### config.mk
export PLATFORM = sky130hd
export DESIGN_NAME = mdrop_wake
export DESIGN_NICKNAME = d
export VERILOG_FILES = /design/src/rtl/mdrop_wake.sv
export SDC_FILE = /design/constraint.sdc
export NUM_CORES = 1
export LEC_CHECK = 0
export BUFFER_PORTS_ARGS = -buffer_cell sky130_fd_sc_hd__buf_2
export CORE_MARGIN = 2
export CORE_UTILIZATION = 54
export DETAILED_ROUTE_END_ITERATION = 8
export HOLD_SLACK_MARGIN = 0.08
export PLACE_DENSITY = 0.8
export SLEW_MARGIN = 25
export SYNTH_ARGS = -nofsm -noshare
export SYNTH_HDL_FRONTEND = slang
export SYNTH_SLANG_ARGS = --single-unit
### constraint.sdc
create_clock -name clk -period 5.3 [get_ports clk]
set_clock_uncertainty 0.1 [all_clocks]
set_input_delay 1.06 -clock clk [delete_from_list [all_inputs] [get_ports clk]]
set_output_delay 1.06 -clock clk [all_outputs]
set_load 0.1 [all_outputs]
### src/rtl/mdrop_wake.sv
module mdrop_wake #(
  parameter int DW = 8
) (
  input  logic          clk,
  input  logic          rst_n,
  input  logic          cfg_we,
  input  logic [1:0]    cfg_sel,
  input  logic [DW-1:0] cfg_wdata,
  input  logic          ch_valid,
  input  logic [DW-1:0] ch_data,
  input  logic          ch_addr_flag,
  output logic          fifo_push,
  output logic [DW:0]   fifo_data,
  output logic          rx_enabled,
  output logic          wake_flag,
  output logic          irq
);
  localparam logic [1:0] SEL_MODE  = 2'd0;
  localparam logic [1:0] SEL_ADDR  = 2'd1;
  localparam logic [1:0] SEL_CLR   = 2'd2;
  localparam logic [1:0] MODE_AUTO = 2'b01;

  logic [1:0]    mode_q;
  logic          ien_q;
  logic [DW-1:0] addr_q;
  logic          awake_q;

  wire auto_m  = (mode_q == MODE_AUTO);
  wire wr_mode = cfg_we && (cfg_sel == SEL_MODE);
  wire wr_addr = cfg_we && (cfg_sel == SEL_ADDR);
  wire wr_clr  = cfg_we && (cfg_sel == SEL_CLR) && cfg_wdata[0];
  wire is_adr  = auto_m && ch_valid && ch_addr_flag;
  wire match   = is_adr && (ch_data == addr_q);
  wire miss    = is_adr && (ch_data != addr_q);
  wire accept  = ch_valid && (!auto_m || match || (awake_q && !ch_addr_flag));

  always_ff @(posedge clk or negedge rst_n)
    if (!rst_n) begin
      mode_q <= 2'b00;
      ien_q  <= 1'b0;
    end else if (wr_mode) begin
      mode_q <= cfg_wdata[1:0];
      ien_q  <= cfg_wdata[2];
    end

  always_ff @(posedge clk)
    if (wr_addr) addr_q <= cfg_wdata;

  always_ff @(posedge clk or negedge rst_n)
    if (!rst_n)       awake_q <= 1'b0;
    else if (wr_mode) awake_q <= 1'b0;
    else if (match)   awake_q <= 1'b1;
    else if (miss)    awake_q <= 1'b0;

  always_ff @(posedge clk or negedge rst_n)
    if (!rst_n)      wake_flag <= 1'b0;
    else if (match)  wake_flag <= 1'b1;
    else if (wr_clr) wake_flag <= 1'b0;

  always_ff @(posedge clk or negedge rst_n)
    if (!rst_n) begin
      fifo_push <= 1'b0;
      fifo_data <= '0;
    end else begin
      fifo_push <= accept;
      if (accept) fifo_data <= {ch_addr_flag, ch_data};
    end

  assign rx_enabled = !auto_m || awake_q;
  assign irq        = wake_flag && ien_q;

  AST_PUSH_NEEDS_CHAR: assert property (@(posedge clk) disable iff (!rst_n)
    fifo_push |-> $past(ch_valid)) else $error("push without char");
  AST_HOST_PASS: assert property (@(posedge clk) disable iff (!rst_n)
    (mode_q != MODE_AUTO && ch_valid) |=> (fifo_push && fifo_data == {$past(ch_addr_flag), $past(ch_data)}))
    else $error("host pass");
  AST_SLEEP_DROP: assert property (@(posedge clk) disable iff (!rst_n)
    (auto_m && !rx_enabled && ch_valid && !ch_addr_flag) |=> !fifo_push) else $error("sleep drop");
  AST_MATCH_WAKE: assert property (@(posedge clk) disable iff (!rst_n)
    (auto_m && ch_valid && ch_addr_flag && ch_data == addr_q && !cfg_we)
      |=> (rx_enabled && wake_flag && fifo_push && fifo_data[DW])) else $error("match wake");
  AST_MISS_SLEEP: assert property (@(posedge clk) disable iff (!rst_n)
    (auto_m && ch_valid && ch_addr_flag && ch_data != addr_q && !cfg_we)
      |=> (!rx_enabled && !fifo_push)) else $error("miss sleep");
  AST_IRQ_GATED: assert property (@(posedge clk) disable iff (!rst_n)
    irq |-> wake_flag) else $error("irq gating");
  AST_MODE_SLEEPS: assert property (@(posedge clk) disable iff (!rst_n)
    (wr_mode && cfg_wdata[1:0] == MODE_AUTO) |=> !rx_enabled) else $error("mode write");
endmodule

Word level (Yosys, flattened, before mapping)
Index checks and enable logic that the tools add are counted.
W data, S select, Z words.

word-level totals
  memory bits (read-only) = 0
  flip-flop bits (word level) = 23
  memories = 0
  logic and storage cells = 36
  bits in latches = 0
  output and inout bits = 13
  bits in writable memories = 0
  bits of input ports = 23

operators by class
  equality and inequality tests = 5
  $add $sub $neg = 0
  reductions and logical operators = 19
  bitwise gates (word level) = 0
  shift-type cells = 0
  $lt $le $gt $ge = 0
  divide/modulo/power cells = 0
  multiply operators = 0
  mux-type cells = 5

operator list
  operator              count
  $logic_and A1 B1 Y1   11
  $eq A8 B8 Y1          1
  $ne A8 B8 Y1          1
  $mux W1               5
  $eq A2 B1 Y1 const B  2
  $logic_or A1 B1 Y1    3
  $reduce_bool A3 Y1    1
  $eq A2 B2 Y1 const B  1
  $logic_not A1 Y1      2
  $logic_not A2 Y1      1
  $reduce_bool A2 Y1    1

Depth between registers and ports, before layout
  depth in word-level cells = 7
  depth in mapped cells = 6
  gate-level depth less buffers = 4

Worst setup path before layout
OpenSTA, ideal clock, no wires.

  path type = reg2out
  from = register wake_flag
  to = output port irq
  required time = 4.140 ns
  buffers on the path = 0
  path slack = 2.363 ns
  data arrival time = 1.777 ns
  cell stages (with the launch flop) = 2
  cells stage by stage = dfrtp_1 and2_1

on the way
  cells in the longest elaborated chain, start to end = 1

RTL lines
  what                    line  RTL
  from (decl)             15    output logic wake_flag,
  from (signal assigned)  56    if (!rst_n) wake_flag <= 1'b0;
  from (signal assigned)  57    else if (match) wake_flag <= 1'b1;
  from (signal assigned)  58    else if (wr_clr) wake_flag <= 1'b0;
  $logic_and A1 B1 Y1     70    assign irq = wake_flag && ien_q;
  to (decl)               16    output logic irq

Every way passes these cells.

Worst setup path in the final report
  from = register mode_q[0]
  to = output port rx_enabled

on the way
  cells in the longest elaborated chain, start to end = 3

RTL lines
  what                    line  RTL
  from (decl)             23    logic [1:0] mode_q;
  from (signal assigned)  42    mode_q <= cfg_wdata[1:0];
  $eq A2 B1 Y1            28    wire auto_m = (mode_q == MODE_AUTO);
  $logic_not A1 Y1        69    assign rx_enabled = !auto_m || awake_q;
  $logic_or A1 B1 Y1      69
  to (decl)               14    output logic rx_enabled,

Every way passes these cells.

==> reports/metrics.yaml <==
run_status:
  status: "complete, no violations"
critical_path:
  cp-end-kind: "output port"
  cp_data_arrival_time_ns: 1.46
  crit_required_ns: 4.14
  path_class: "flop to output port"
  start_kind: "flop"
  rrSetupSlack_ns: 3.29
  crit_fanout: 18
clock_tree:
  cts_max_level: 1
  cts_tree: "built"
  cts.clk_slew.worst_paths_ns: 0.12
  cts_resized: 0
  clkLatencyLatePin_ns: 0.31
  cts_setup_buffers: 0
  cts.sinks: 23
  postCtsHoldBufs: 0
  numCtsBuffers: 3
  cts_root_buffer: "clkbuf_4"
  clockBufferDepth: 2
sta:
  hold_slack_ns: 0.411
  maxSlewHeadroom_pct: 54.3
  grt_setup_unrepaired: "no"
  hold_viol_final: 0
  tns_ns: 0
  max_freq_mhz: 382
  finalSetupViolCount: 0
  setup_slack_ns: 2.68
  tightest_slew_ns: 0.683
  timing.final.crit_share_pct: 49.4
  fin_crit_ns: 2.62
  report.final.slew_viol_count: 0
die:
  die-area_um2: 2680
  fp-row-count: 17
  coreArea_um2: 2190
  start_util_pct: 56.1
  ios: 36
  dieWidth_um: 51.7
  dieHeight_um: 51.7
route:
  routed_wl_um: 2620
  drt_iter0_markers: 17
  routedWlPerCell_um: 15.1
  remaining_drc_errors: 0
  dr.pass1.iters: 4
  final_antenna_net_count: 0
  num_vias: 1070
  via_per_inst: 6.18
global_route:
  grt_pass1_wl_um: 4330
  antenna_found_initial: 0
  grt_overflow_total: 0
  grt_max_degree: 19
  grt_usage_pct: 21.9
  first_global_vias: 1022
final_layout:
  n_antenna_cell: 0
  fin_area_um2: 1430
  area_delta_synth_final_pct: 16.1
  drive_above_1_share_pct: 33.1
  fin_nets: 169
  regArea_um2: 616
  multi_input_area_um2: 572
  fillCellCount: 185
yosys:
  synth_fp_nets: 135
  post_synth_instance_area_um2: 1230
  netlist-cell-type-count: 29
  yosysSeqAreaShare_pct: 50.1
  ys_seq_elements: 23
  syn_inst: 112
  yosys_warnings: 0
  syn_avg_cell_area_um2: 11.0
placement:
  portBuffers: 35
  dp_hpwl_um: 1880
  dp_slack_ns: 2.47
  dpl_cell_area_um2: 1400
  place.gp.congestion: 0.825
power_and_ir_drop:
  p_leak_nw: 0.603
  peakVddDrop_mv: 0.247
  cellPowerDensity_nw_per_um2: 460
worst_hold_path:
  hold_path_class: "flop to flop"
job:
  maxCapViolCount: 0
-- routing by layer --
metal  vias to the layer above  part of all wire [%]  track usage (%)
li1                        500                     -                -
met1                       518                    41             25.7
met2                        44                    52             39.3
met3                         8                   5.4             3.74
met4                         0                   1.8             9.21
met5                         -                     0                0
-- metrics by stage --
| step | power, mW | std cells | utilization, % |
|---|---|---|---|
| global placement | 0.570 | 169 | 64.0 |
| finish | 0.656 | 173 | 65.2 |
| detailed placement | 0.578 | 169 | 64.0 |
| floorplan | 0.518 | 112 | - |
| CTS | 0.657 | 173 | 65.2 |
| global route | 0.684 | 173 | 65.2 |
-- flip-flops by register name, indices dropped and copies added, names as in the netlist --
signal     flops
awake_q        1
wake_flag      1
fifo_push      1
fifo_data      9
ien_q          1
addr_q         8
mode_q         2
-- where the power goes --
part,total (mW),switching (mW),leakage [nW],internal [mW]
logic,0.335,0.264,0.336,0.0717
clock network,0.0823,0.0529,0.0150,0.0294
registers,0.239,0.0217,0.251,0.217
total,0.656,0.338,0.603,0.318
-- cell type report --
type                    count  area share, %
inverters                   1          0.263
multi-input cells          82           40.1
flip-flops and latches     23           43.1
well taps                  28           2.45
repair buffers             35           12.3
clock buffers               4           1.84
-- critical path, stage by stage, from the launching register on --
cell and delay (ns):
dfrtp_1 0.42, and2b_4 0.24, nand2b_1 0.08, buf_2 0.42
-- cells in the final DEF (no fill, tap or decap), types with 6 or more instances in the layout --
cell type and n:
o21ai_0 8, and3_1 8, a21oi_1 8, dfrtp_1 15, buf_2 35, a221oi_1 7
edfxtp_1 8, o311ai_1 8, xnor2_1 6, nand2_1 14
-- final timing paths --
check | from | endpoint | cells past startpoint
hold / removal | wake_flag | wake_flag | 2
max in group asynchronous | rst_n | fifo_data[8] | 1
setup / recovery | mode_q[0] | rx_enabled | 3
hold reg to reg | wake_flag | wake_flag | 2
setup reg to reg | mode_q[1] | fifo_data[7] | 4
min in group asynchronous | rst_n | fifo_data[4] | 1
-- cells in the mapped netlist (all sizes together) --
library cell	n	area (um2)
dfrtp	15	375
nand2	14	52.6
a21oi	10	57.6
a221oi	8	76.3
and3	8	50.1
edfxtp	8	240
o21ai	8	40.0
o311ai	8	70.1
xnor2	6	52.6
buf	3	27.5
clkbuf	3	11.3
mux2	3	33.8
and2	2	12.5
nand2b	2	12.5
nand4b	2	17.5
or3	2	17.5
xor2	2	17.5
a2bb2oi	1	8.76
and2b	1	10.0
and3b	1	8.76
clkinv	1	3.75
nand4	1	12.5
nor3b	1	7.51
o211ai	1	7.51
or2	1	6.26
-- kinds of logic (layout without fill, tap and decap cells) --
logic type	after synthesis	in the layout	share of synthesized area, %
AO/OA/AOI/OAI	36	36	21.2
buffers and inverters	7	40	3.46
AND/OR/NAND/NOR	35	35	16.9
XOR/XNOR	8	8	5.70
multiplexers	3	3	2.75
flip-flops	23	23	50.1
No activity file was read; power rests on OpenSTA's default activity.
